### config.mk
export PLATFORM = sky130hd
export DESIGN_NAME = agc_pwm_dual
export DESIGN_NICKNAME = d
export VERILOG_FILES = /design/src/rtl/agc_pwm_pkg.sv /design/src/rtl/agc_pwm_rst_sync.sv /design/src/rtl/agc_pwm_timebase.sv /design/src/rtl/agc_pwm_blk.sv /design/src/rtl/agc_pwm_chan.sv /design/src/rtl/agc_pwm_dual.sv
export SDC_FILE = /design/constraint.sdc
export NUM_CORES = 1
export LEC_CHECK = 0
export BUFFER_PORTS_ARGS = -buffer_cell sky130_fd_sc_hd__buf_2
export CAP_MARGIN = 20
export CORE_ASPECT_RATIO = 1.25
export CORE_MARGIN = 5
export CORE_UTILIZATION = 48
export CTS_CLUSTER_SIZE = 24
export DETAILED_ROUTE_END_ITERATION = 16
export PLACE_DENSITY = 0.68
export SETUP_SLACK_MARGIN = 0.5
export SLEW_MARGIN = 25
export SYNTH_ARGS = -nofsm -noshare
export SYNTH_HDL_FRONTEND = slang
export SYNTH_SLANG_ARGS = --single-unit
### constraint.sdc
create_clock -name clk -period 2.2 [get_ports clk]
set_clock_uncertainty 0.2 [all_clocks]
set_input_delay 0.33 -clock clk [delete_from_list [all_inputs] [get_ports clk]]
set_output_delay 0.33 -clock clk [all_outputs]
set_load 0.03 [all_outputs]
### src/rtl/agc_pwm_pkg.sv
package agc_pwm_pkg;
  localparam int unsigned NCH    = 2;
  localparam int unsigned CH_TUN = 0;
  localparam int unsigned CH_IF  = 1;

  typedef struct packed {
    logic o;
    logic oe;
  } pin_t;
endpackage

### src/rtl/agc_pwm_rst_sync.sv
module agc_pwm_rst_sync (
  input  logic clk,
  input  logic rst_n,
  output logic rst_sync_n
);
  logic [1:0] sync_q;

  always_ff @(posedge clk or negedge rst_n) begin
    if (!rst_n) sync_q <= 2'b00;
    else        sync_q <= {sync_q[0], 1'b1};
  end

  assign rst_sync_n = sync_q[1];
endmodule

### src/rtl/agc_pwm_timebase.sv
module agc_pwm_timebase #(
  parameter int unsigned CNT_W = 8,
  parameter int unsigned DIV   = 16
) (
  input  logic             clk,
  input  logic             rst_n,
  output logic [CNT_W-1:0] cnt,
  output logic             wrap
);
  localparam int unsigned PRE_W = (DIV > 1) ? $clog2(DIV) : 1;
  localparam logic [PRE_W-1:0] PRE_LAST = PRE_W'(DIV - 1);

  logic [PRE_W-1:0] pre_q, pre_d;
  logic [CNT_W-1:0] cnt_q, cnt_d;
  logic             step;

  always_comb begin
    step  = (pre_q == PRE_LAST);
    pre_d = step ? '0 : pre_q + 1'b1;
    cnt_d = step ? cnt_q + 1'b1 : cnt_q;
  end

  always_ff @(posedge clk or negedge rst_n) begin
    if (!rst_n) begin
      pre_q <= '0;
      cnt_q <= '0;
    end else begin
      pre_q <= pre_d;
      cnt_q <= cnt_d;
    end
  end

  assign cnt  = cnt_q;
  assign wrap = step && (cnt_q == '1);
endmodule

### src/rtl/agc_pwm_blk.sv
module agc_pwm_blk #(
  parameter int unsigned BLK_W = 9
) (
  input  logic clk,
  input  logic rst_n,
  input  logic stb,
  output logic refresh
);
  logic [BLK_W-1:0] blk_q, blk_d;

  always_comb begin
    blk_d = stb ? blk_q + 1'b1 : blk_q;
  end

  always_ff @(posedge clk or negedge rst_n) begin
    if (!rst_n) blk_q <= '0;
    else        blk_q <= blk_d;
  end

  assign refresh = stb && (blk_q == '1);
endmodule

### src/rtl/agc_pwm_chan.sv
module agc_pwm_chan
  import agc_pwm_pkg::*;
#(
  parameter int unsigned CNT_W = 8
) (
  input  logic             clk,
  input  logic             rst_n,
  input  logic             refresh,
  input  logic             wrap,
  input  logic [CNT_W-1:0] cnt,
  input  logic [CNT_W-1:0] loop_duty,
  input  logic             fix_sel,
  input  logic [CNT_W-1:0] fix_duty,
  input  logic             od,
  output logic [CNT_W-1:0] pend,
  output logic [CNT_W-1:0] act,
  output pin_t             pin
);
  localparam logic [CNT_W-1:0] DEF_DUTY = {1'b1, {(CNT_W-1){1'b0}}};

  logic [CNT_W-1:0] pend_q, pend_d;
  logic [CNT_W-1:0] act_q, act_d;
  logic             level;

  always_comb begin
    pend_d = refresh ? loop_duty : pend_q;
    act_d  = act_q;
    if (wrap) act_d = fix_sel ? fix_duty : pend_q;
  end

  always_ff @(posedge clk or negedge rst_n) begin
    if (!rst_n) begin
      pend_q <= DEF_DUTY;
      act_q  <= DEF_DUTY;
    end else begin
      pend_q <= pend_d;
      act_q  <= act_d;
    end
  end

  always_comb begin
    level  = (cnt < act_q);
    pin.o  = od ? 1'b0 : level;
    pin.oe = od ? ~level : 1'b1;
  end

  assign pend = pend_q;
  assign act  = act_q;
endmodule

### src/rtl/agc_pwm_dual.sv
module agc_pwm_dual
  import agc_pwm_pkg::*;
#(
  parameter int unsigned CNT_W = 8,
  parameter int unsigned DIV   = 16,
  parameter int unsigned BLK_W = 9
) (
  input  logic             clk,
  input  logic             rst_n,
  input  logic             smp_stb,
  input  logic [CNT_W-1:0] tun_gain,
  input  logic [CNT_W-1:0] if_gain,
  input  logic             if_fixed_sel,
  input  logic [CNT_W-1:0] if_fixed_duty,
  input  logic             tun_od,
  input  logic             if_od,
  output logic             tun_pwm_o,
  output logic             tun_pwm_oe,
  output logic             if_pwm_o,
  output logic             if_pwm_oe
);
  logic                      rst_sync_n;
  logic [CNT_W-1:0]          cnt;
  logic                      wrap;
  logic                      refresh;
  logic [NCH-1:0][CNT_W-1:0] loop_arr, fix_arr, pend_w, act_w;
  logic [NCH-1:0]            sel_arr, od_arr;
  pin_t [NCH-1:0]            pin_w;

  agc_pwm_rst_sync i_rst (
    .clk        (clk),
    .rst_n      (rst_n),
    .rst_sync_n (rst_sync_n)
  );

  agc_pwm_timebase #(.CNT_W(CNT_W), .DIV(DIV)) i_tb (
    .clk   (clk),
    .rst_n (rst_sync_n),
    .cnt   (cnt),
    .wrap  (wrap)
  );

  agc_pwm_blk #(.BLK_W(BLK_W)) i_blk (
    .clk     (clk),
    .rst_n   (rst_sync_n),
    .stb     (smp_stb),
    .refresh (refresh)
  );

  always_comb begin
    loop_arr[CH_TUN] = tun_gain;
    loop_arr[CH_IF]  = if_gain;
    fix_arr[CH_TUN]  = '0;
    fix_arr[CH_IF]   = if_fixed_duty;
    sel_arr[CH_TUN]  = 1'b0;
    sel_arr[CH_IF]   = if_fixed_sel;
    od_arr[CH_TUN]   = tun_od;
    od_arr[CH_IF]    = if_od;
  end

  for (genvar c = 0; c < NCH; c++) begin : g_ch
    agc_pwm_chan #(.CNT_W(CNT_W)) i_chan (
      .clk       (clk),
      .rst_n     (rst_sync_n),
      .refresh   (refresh),
      .wrap      (wrap),
      .cnt       (cnt),
      .loop_duty (loop_arr[c]),
      .fix_sel   (sel_arr[c]),
      .fix_duty  (fix_arr[c]),
      .od        (od_arr[c]),
      .pend      (pend_w[c]),
      .act       (act_w[c]),
      .pin       (pin_w[c])
    );
  end

  assign tun_pwm_o  = pin_w[CH_TUN].o;
  assign tun_pwm_oe = pin_w[CH_TUN].oe;
  assign if_pwm_o   = pin_w[CH_IF].o;
  assign if_pwm_oe  = pin_w[CH_IF].oe;
endmodule

==> flow_summary.ini, run 1 <==
[status]
outcome = finished, violations left
violations = setup timing

[timing]
final.setup.worst_slack_ps = -261
timing.max_slew.rel_slack_pct = 64.3
timing_worst_slew_pin_value_ps = 535
final_total_negative_setup_slack_ps = -983
setup_viol = 4
post-route-period-util_pct = 112
fmax_mhz = 406
finalCriticalPeriod_ps = 2460
unrepaired_setup_endpoints_after_global_routing = true
report.final.slew_viol_count = 0
final-hold-violation-count = 0

[drt]
routedWlPerCell_um = 15.4
drt-initial-drc-count = 72
remaining_drc_errors = 0
vias = 1749
dr_wl_met3_um = 174
dr.pass1.iters = 4
top_layer = met4
post_drt_via_cell_ratio = 5.24
route.final.wire_length_um = 5150
final_antenna_net_count = 0
wl_met1_um = 2220
routed-wl-met2_um = 2650

[global_routing]
antenna_found_initial = 0
via_count_of_the_first_global_routing_pass = 1790
grt_overflow = 0
grt_pass1_wl_um = 8380
global_route.usage.total_pct = 14.8
largest_net_degree_at_the_start_of_global_routing = 32

[yosys]
synth_sequential_area_ratio_pct = 52.2
yosysWarningCount = 0
postSynth.asyncResetShare_pct = 100
mean_post_synth_cell_area_um2 = 12.6
library_cell_with_the_highest_instance_count_after_synthesis = dfrtp_1
syn_area_um2 = 2640
netlist_top_cells_count = dfrtp_1 (51), mux2_2 (25), ha_1 (18), inv_1 (17), mux2i_1 (14)
synthesis.instances = 210
yosys_most_used_dff = dfrtp_1
most_area_hungry_cell_type_in_the_yosys_netlist = dfrtp_1
postSynthNetCount = 258
cell_types_occupying_the_most_area_after_synthesis = dfrtp_1 (48%), mux2_2 (11%), ha_1 (8.5%), mux2i_1 (5.3%), dfstp_2 (4.0%)
synth.top_cell.area_share_pct = 48.3
ys_ff_latch = 55
synth-edff-count = 0
synthDistinctLibCells = 31

[pwr]
p_clk_share_pct = 29.2
internal_power_mw = 1.46
vdd.ir_drop.worst_uv = 504
power.density_nw_per_um2 = 569
p_sw_share_pct = 26.8
p_sw_mw = 0.537
static-leakage-power_nw = 1.73
sequentialPowerShare_pct = 57.3
comb_power_share_pct = 13.5

[worst_setup_path]
critical_path_arrival_ps = 1930
worst_setup_path_end_kind = primary output
launching_element_type_of_the_critical_path = register
critical_path_data_required_time_ps = 1670
worstSetupPathType = reg2out
max_fanout_on_critical_path = 3

[floorplanning]
fp.dieW_um = 76.4
start_util_pct = 48.9
die_area_um2 = 7100
die_height_um = 93.0
core.rowCount = 30
placeable_core_area_um2 = 5410
boundaryPins = 34

[clock_network]
cts_num_sinks = 55
cts-buffers-inserted = 5
cts_root_buffer = clkbuf_8
max-clock-path-buffers = 2
cts.htree.levels = 2
worstSkewPairLatency_ps = 320
tritoncts = done
path_clk_slew_ps = 110

[final_layout]
multi_input_comb_area_um2 = 1500
n_fill_cell = 430
ff_latch_area_um2 = 1390
num-nets-final = 317
syn2layout_area_growth_pct = 33.0
final_design_area_no_fill_um2 = 3520
insertedDiodeCount = 0
final_layout_size_suffix_gt1_share_pct = 50.0
layoutNonFillerInstCount = 334

[placed_design]
place_hpwl_um = 3480
finalWeightedCongestion = 0.790
placedCellCount = 312
port_buffers = 33
detailed_place.area_um2 = 3050
placement.setup.worst_slack_ps = -33.2

[worst_hold_path]
min_path_type = in2reg

[flow_run]
maxCapViolations = 0
-- flip-flops by register name, summed over array words and instances (netlist names) --
register and count:
g_ch.i_chan.act 16, g_ch.i_chan.pend 16, i_tb.cnt 8, i_blk.blk_q 9
i_rst.sync_q 2, i_tb.pre_q 4
-- critical path: stages, from the launching register on --
cell and delay, ps:
dfrtp_1 430, ha_2 190, or4_4 540, a21oi_4 160
o311a_4 180, buf_6 120
-- power groups by stage --
stage,clock [mW],sequential (mW),combinational [mW]
detailed placement,0,1.18,0.182
floorplan,0,1.16,0.118
global placement,0,1.17,0.171
CTS,0.607,1.14,0.253
global route,0.636,1.15,0.304
finish,0.585,1.15,0.270
-- metrics by stage --
step                      hold slack [ps]  utilization, %  total power, mW
after global placement              -84.1            56.4             1.34
after CTS                            22.9            62.0             2.00
final                                31.0            65.0             2.00
after global routing                 26.5            65.0             2.09
after floorplan                      -166               -             1.28
after detailed placement            -83.1            56.4             1.36
-- worst paths after layout --
| kind | slack (ps) | cells after the start | from | end |
|---|---|---|---|---|
| worst max-delay path | -260 | 5 | i_tb.cnt[1] | if_pwm_o |
| worst min-delay path | 30 | 2 | if_gain[4] | g_ch[1].i_chan.pend[4] |
| worst max register to register | 340 | 6 | i_tb.cnt[1] | g_ch[0].i_chan.act[2] |
| worst min register to register | 50 | 0 | i_rst.sync_q[1] | g_ch[0].i_chan.pend[6] |
| max in group asynchronous | 1130 | 1 | i_rst.sync_q[1] | g_ch[1].i_chan.pend[7] |
| min in group asynchronous | 50 | 0 | i_rst.sync_q[1] | g_ch[0].i_chan.pend[6] |
-- per-layer routing --
layer | track usage, % | vias to the layer above
li1 | - | 849
met3 | 2.99 | 10
met1 | 18.2 | 863
met2 | 25.3 | 27
met4 | 5.83 | 0
met5 | 0 | -
-- layout by cell type (no fill, tap or decap), types with 2 or more instances in the layout --
| cell type | n |
|---|---|
| dfrtp_2 | 4 |
| o21ai_0 | 2 |
| nor2_1 | 5 |
| a21oi_4 | 4 |
| nand3_1 | 4 |
| o311a_4 | 2 |
| nand2b_1 | 2 |
| o21a_1 | 2 |
| buf_12 | 2 |
| or4_4 | 2 |
| xor2_1 | 9 |
| ha_2 | 5 |
| nand2_8 | 2 |
| a21oi_2 | 2 |
| dfrtp_1 | 47 |
| inv_1 | 16 |
| ha_4 | 5 |
| buf_2 | 29 |
| nor3_2 | 3 |
| nand4_1 | 6 |
| mux2_2 | 5 |
| buf_6 | 4 |
| or3_4 | 2 |
| mux2i_1 | 14 |
| clkbuf_8 | 5 |
| buf_4 | 18 |
| a21o_1 | 2 |
| mux2_4 | 23 |
| ha_1 | 8 |
| nand3_2 | 2 |
| o311ai_2 | 2 |
| xnor2_1 | 6 |
| dfstp_2 | 4 |
| nand2_1 | 8 |
-- final cells by class --
class	instances	share of cell area (%)
repair buffers	55	11.1
inverters	17	1.81
well taps	64	2.28
clock inverters	3	0.676
flip-flops and latches	55	39.4
multi-input cells	135	42.7
clock buffers	5	1.96
-- logic make-up after synthesis --
family | count (synthesis) | synth area share [%]
AO/OA/AOI/OAI | 17 | 4.26
XOR/XNOR | 15 | 4.97
adder cells (fa/ha/maj) | 18 | 8.52
buffers and inverters | 21 | 3.69
flip-flops | 55 | 52.2
multiplexers | 42 | 17.7
other | 1 | 0.142
AND/OR/NAND/NOR | 41 | 8.52
-- timing repair --
item	4_1_cts	5_1_grt
cloned	1	0
resized for setup	26	33
hold buffers	1	0
buffers inserted	9	3
setup endpoints to repair	36	38
pin swaps	10	9
endpoints found under the hold margin	2	0
No activity file was read; power rests on OpenSTA's default activity.
==> inputs of run 2 (changes only) <==
--- a/config.mk
+++ b/config.mk
@@ -5,6 +5,7 @@
 export SDC_FILE = /design/constraint.sdc
 export NUM_CORES = 1
 export LEC_CHECK = 0
+export ABC_AREA = 1
 export BUFFER_PORTS_ARGS = -buffer_cell sky130_fd_sc_hd__buf_2
 export CAP_MARGIN = 20
 export CORE_ASPECT_RATIO = 1.25
@@ -14,6 +15,7 @@
 export DETAILED_ROUTE_END_ITERATION = 16
 export PLACE_DENSITY = 0.68
 export SETUP_SLACK_MARGIN = 0.5
+export SKIP_LAST_GASP = 1
 export SLEW_MARGIN = 25
 export SYNTH_ARGS = -nofsm -noshare
 export SYNTH_HDL_FRONTEND = slang
==> flow_summary.ini, run 2 <==
[status]
outcome = finished, violations left
violations = setup timing

[placed_design]
finalWeightedCongestion = 0.744
detailed_place.area_um2 = 3070
port_buffers = 33
place_hpwl_um = 3470

[yosys]
library_cell_with_the_highest_instance_count_after_synthesis = dfrtp_1
syn_area_um2 = 2790
postSynthNetCount = 320
yosys_most_used_dff = dfrtp_1
synth-edff-count = 0
synthDistinctLibCells = 31
postSynth.asyncResetShare_pct = 100
synthesis.instances = 272
netlist_top_cells_count = dfrtp_1 (51), nand2_1 (44), inv_1 (36), ha_1 (18), nor2_1 (18)
synth_sequential_area_ratio_pct = 49.6
most_area_hungry_cell_type_in_the_yosys_netlist = dfrtp_1
synth.top_cell.area_share_pct = 45.8
cell_types_occupying_the_most_area_after_synthesis = dfrtp_1 (46%), ha_1 (8.1%), nand2_1 (5.9%), o21ai_2 (5.0%), inv_1 (4.8%)
yosysWarningCount = 0
mean_post_synth_cell_area_um2 = 10.2
ys_ff_latch = 55

[floorplanning]
core.rowCount = 31
die_height_um = 95.2
placeable_core_area_um2 = 5740
die_area_um2 = 7440
fp.dieW_um = 78.1
start_util_pct = 48.5
boundaryPins = 34

[clock_network]
path_clk_slew_ps = 100
cts_num_sinks = 55
tritoncts = done
cts-buffers-inserted = 5
cts_root_buffer = clkbuf_8
max-clock-path-buffers = 2
cts.htree.levels = 2
worstSkewPairLatency_ps = 300

[drt]
drt-initial-drc-count = 60
post_drt_via_cell_ratio = 5.09
vias = 2006
dr.pass1.iters = 4
route.final.wire_length_um = 5460
routedWlPerCell_um = 13.9
final_antenna_net_count = 0
remaining_drc_errors = 0

[worst_setup_path]
path_delay_family = flip-flops
launching_element_type_of_the_critical_path = register
reg2reg_slack_ps = 220
worst_path_buffer_plus_inverter_count = 2
worst_setup_path_end_kind = primary output
critical_path_arrival_ps = 1730
max_fanout_on_critical_path = 2
worstReg2RegEnd = g_ch[1].i_chan.pend[3]
worstSetupPathType = reg2out
critical_path_data_required_time_ps = 1670
r2r.worst_path.cells = 7
slowest_stage = dfstp_2
timing.critical_path.slowest_cell_delay_ps = 550
critical_path.cell_chain = inv_2 -> ha_4 -> a21oi_2 -> o21a_1 -> nand2_2 -> nor2_4 -> buf_6
r2r-start = i_blk.blk_q[0]

[worst_hold_path]
min-delay-start = if_gain[0]
min_path_type = in2reg
min_path_cells = 2
hold_path_end = g_ch[1].i_chan.pend[0]

[pwr]
vdd.ir_drop.worst_uv = 431
power.density_nw_per_um2 = 570
static-leakage-power_nw = 1.83
power_mw = 2.06

[final_layout]
final_design_area_no_fill_um2 = 3620
mostFrequentLayoutCell = dfrtp_1
syn2layout_area_growth_pct = 30.0
final_layout_size_suffix_gt1_share_pct = 44.8
layout_common_cells = dfrtp_1 (46), nand2_1 (39), inv_1 (34)
insertedDiodeCount = 0
num-nets-final = 375

[timing]
setup_viol = 2
final.setup.worst_slack_ps = -55.8
final-hold-violation-count = 0
timing_worst_slew_pin_value_ps = 674
finalCriticalPeriod_ps = 2260
unrepaired_setup_endpoints_after_global_routing = true
fmax_mhz = 443
timing.max_slew.rel_slack_pct = 55.1
report.final.slew_viol_count = 0
post-route-period-util_pct = 103

[global_routing]
grt_overflow = 0
grt_pass1_wl_um = 8980
antenna_found_initial = 0
via_count_of_the_first_global_routing_pass = 2052
largest_net_degree_at_the_start_of_global_routing = 54
global_route.usage.total_pct = 15.5

[flow_run]
maxCapViolations = 0
## run 2: report_power, final
part           internal (mW)  switching, mW  leakage, nW  total [mW]
logic                  0.184          0.170         1.15       0.354
registers               1.08         0.0793        0.640        1.16
clock network          0.223          0.324       0.0412       0.547
## run 2: repair_timing
item                                    4_1_cts  5_1_grt
setup buffers                                 8        9
hold buffers                                  1        0
endpoints found under the setup margin       37       33
pin swaps                                    14       10
hold endpoints to repair                      2        0
gates cloned                                  3        0
gates resized for setup                      31       25
## run 2: area by class of cell
class | count | area, um^2
Fill cell | 467 | 2120
Multi-Input combinational cell | 176 | 1530
Sequential cell | 55 | 1390
Timing Repair Buffer | 52 | 398
Inverter | 37 | 141
Tap cell | 66 | 82.6
Clock buffer | 6 | 72.6
Clock inverter | 2 | 12.5
## run 2: per-layer routing
layer / share of wire, % / up-vias / track usage [%]
met2: 50 / 40 / 26.8
met3: 2.9 / 15 / 3.40
met4: 3.1 / 0 / 7.43
met1: 44 / 968 / 18.3
met5: 0 / - / 0
li1: - / 983 / -
## run 2: worst max-delay path by stage
| stage | from | to | slack (ps) | depth (start not counted) |
|---|---|---|---|---|
| 2_1_floorplan | g_ch[0].i_chan.act[7] | tun_pwm_o | 330 | 6 |
| 3_5_place_dp | i_tb.cnt[5] | tun_pwm_o | 200 | 6 |
| 3_3_place_gp | i_tb.cnt[5] | if_pwm_o | 220 | 6 |
| 5_1_grt | g_ch[0].i_chan.act[7] | tun_pwm_o | -130 | 7 |
| 4_1_cts | g_ch[0].i_chan.act[7] | tun_pwm_o | -70 | 7 |
| 6_report | g_ch[0].i_chan.act[7] | tun_pwm_o | -60 | 7 |
## run 2: logic make-up after synthesis
| logic type | Yosys count | synth area share [%] |
|---|---|---|
| buffers and inverters | 44 | 7.27 |
| DFF | 55 | 49.6 |
| AOI/OAI and AO/OA | 35 | 8.71 |
| adders and majority gates | 18 | 8.08 |
| xor gates and xnor gates | 14 | 4.40 |
| other | 1 | 0.135 |
| muxes | 18 | 6.92 |
| and+or+nand+nor | 87 | 14.9 |
## run 2: through the flow
stage / setup slack, ps / utilization [%] / hold slack (ps) / instances / setup TNS (ps)
finish: -55.8 / 63.1 / 49.8 / 394 / -101
floorplan: 332 / - / -166 / 272 / 0
CTS: -74.0 / 59.7 / 20.6 / 385 / -155
global placement: 220 / 53.5 / -84.9 / 365 / 0
detailed placement: 200 / 53.5 / -83.2 / 365 / 0
global route: -132 / 63.1 / 41.2 / 394 / -362
## run 2: worst register-to-register path, stage by stage, from the launching register on
cell     delay [ps]
dfrtp_1         400
ha_4            170
nand3_4          70
nor4b_4         330
ha_4            230
nand2_8          60
buf_12          160
mux2_2          260
==> inputs of run 3 (changes only) <==
--- a/config.mk
+++ b/config.mk
@@ -8,7 +8,7 @@
 export ABC_AREA = 1
 export BUFFER_PORTS_ARGS = -buffer_cell sky130_fd_sc_hd__buf_2
 export CAP_MARGIN = 20
-export CORE_ASPECT_RATIO = 1.25
+export CORE_ASPECT_RATIO = 0.8
 export CORE_MARGIN = 5
 export CORE_UTILIZATION = 48
 export CTS_CLUSTER_SIZE = 24
==> flow_summary.ini, run 3 (synthesis gave the netlist of run 2 again) <==
[clock_network]
tritoncts = done
path_clk_slew_ps = 110
cts_num_sinks = 55
cts-buffers-inserted = 5
cts.htree.levels = 2
cts_root_buffer = clkbuf_8
worstSkewPairLatency_ps = 320
max-clock-path-buffers = 2

[global_routing]
grt_pass1_wl_um = 9470
antenna_found_initial = 0
grt_overflow = 0
global_route.usage.total_pct = 16.3
via_count_of_the_first_global_routing_pass = 2000
largest_net_degree_at_the_start_of_global_routing = 33

[flow_run]
maxCapViolations = 0

[worst_setup_path]
worst_setup_path_end_kind = primary output
endpoint = tun_pwm_o
max_fanout_on_critical_path = 2
r2r-start = i_blk.blk_q[0]
launching_element_type_of_the_critical_path = register
worstReg2RegEnd = g_ch[1].i_chan.pend[6]
r2r.worst_path.cells = 7
critical_path_data_required_time_ps = 1670
worstSetupPathType = reg2out
critical_path_arrival_ps = 1760
reg2reg_slack_ps = 230
worst_setup_path_startpoint = g_ch[0].i_chan.act[7]

[status]
violations = setup timing
outcome = finished, violations left

[pwr]
comb_power_share_pct = 16.5
internal_power_mw = 1.53
p_clk_share_pct = 29.0
power.density_nw_per_um2 = 596
p_sw_mw = 0.619
static-leakage-power_nw = 1.85
sequentialPowerShare_pct = 54.5
p_sw_share_pct = 28.7
vdd.ir_drop.worst_uv = 533

[timing]
timing_worst_slew_pin_value_ps = 572
report.final.slew_viol_count = 0
final_total_negative_setup_slack_ps = -159
final.setup.worst_slack_ps = -86.4
timing.max_slew.rel_slack_pct = 61.8
finalCriticalPeriod_ps = 2290
fmax_mhz = 437
final-hold-violation-count = 0
post-route-period-util_pct = 104
setup_viol = 3
fin_hold_ws_ps = 28.2
unrepaired_setup_endpoints_after_global_routing = true

[floorplanning]
die_area_um2 = 7440
placeable_core_area_um2 = 5560
fp.dieW_um = 95.2
core.rowCount = 24
boundaryPins = 34
start_util_pct = 50.2
die_height_um = 78.1

[drt]
drt-initial-drc-count = 76
remaining_drc_errors = 0
final_antenna_net_count = 0
post_drt_via_cell_ratio = 4.79
vias = 1935
routedWlPerCell_um = 13.6
dr.pass1.iters = 4
route.final.wire_length_um = 5490

[placed_design]
placedCellCount = 378
place_hpwl_um = 3560
finalWeightedCongestion = 0.806
placement.setup.worst_slack_ps = 158
port_buffers = 33

[final_layout]
final_util_pct = 65.0
num-nets-final = 373
layout_common_cells = dfrtp_1 (46), nand2_1 (40), inv_1 (34)
layoutNonFillerInstCount = 404
syn2layout_area_growth_pct = 29.7
insertedDiodeCount = 0
final_layout_size_suffix_gt1_share_pct = 43.6
mostFrequentLayoutCell = dfrtp_1

[worst_hold_path]
min_path_type = in2reg
[run 3: changes by cell type in the layout (fill, tap and decap cells not counted), moves of 2 or more]
cell and delta:
a21oi_1 +2, inv_6 +2, a21oi_2 -2, ha_4 -2
buf_4 -4, ha_2 +2
[run 3: area by class of cell]
class | instances | area [um^2]
Multi-Input combinational cell | 175 | 1470
Tap cell | 78 | 97.6
Clock inverter | 2 | 17.5
Sequential cell | 55 | 1390
Inverter | 37 | 140
Timing Repair Buffer | 51 | 419
Clock buffer | 6 | 82.6
Fill cell | 439 | 1940
[run 3: critical path, cell delays in order (launching register included)]
cell	delay [ps]
dfstp_2	550
inv_2	40
ha_4	230
a21oi_2	110
o21a_1	210
nand2_2	80
nor2_4	80
buf_6	130
[run 3: stage by stage]
| stage | instance area, um^2 | total power, mW |
|---|---|---|
| 2_1_floorplan | 2890 | 1.35 |
| 3_3_place_gp | 3110 | 1.42 |
| 3_5_place_dp | 3110 | 1.43 |
| 4_1_cts | 3510 | 2.15 |
| 5_1_grt | 3610 | 2.27 |
| 6_report | 3610 | 2.15 |
[run 3: worst min path at each step]
stage,from,to,slack [ps],depth (start not counted)
global placement,rst_n,i_rst.sync_q[0],-90,1
finish,if_gain[5],g_ch[1].i_chan.pend[5],30,2
floorplan,rst_n,i_rst.sync_q[0],-170,0
CTS,if_gain[4],g_ch[1].i_chan.pend[4],20,2
global route,if_gain[5],g_ch[1].i_chan.pend[5],4,2
detailed placement,rst_n,i_rst.sync_q[0],-80,1
[run 3: power by group through the flow]
stage,registers (mW),logic (mW),clock network [mW]
final,1.17,0.355,0.625
after global routing,1.19,0.394,0.693
after CTS,1.17,0.337,0.642
after detailed placement,1.18,0.252,0
after global placement,1.18,0.240,0
after floorplan,1.17,0.177,0
[run 3: repair_timing]
| item | in CTS | in global routing |
|---|---|---|
| endpoints found under the setup margin | 37 | 36 |
| hold buffers | 1 | 0 |
| pin swaps | 12 | 5 |
| gates resized for setup | 38 | 14 |
| setup buffers | 10 | 4 |
| hold endpoints to repair | 2 | 0 |
| gates cloned | 2 | 1 |
[run 3: routing by layer]
layer	GRT usage (%)	routed length (um)	share of wire, %	up-vias
met3	4.59	230	4.2	5
met2	23.9	2390	44	31
li1	-	-	-	985
met1	24.0	2820	51	914
met5	0	0	0	-
met4	3.60	55	1.0	0
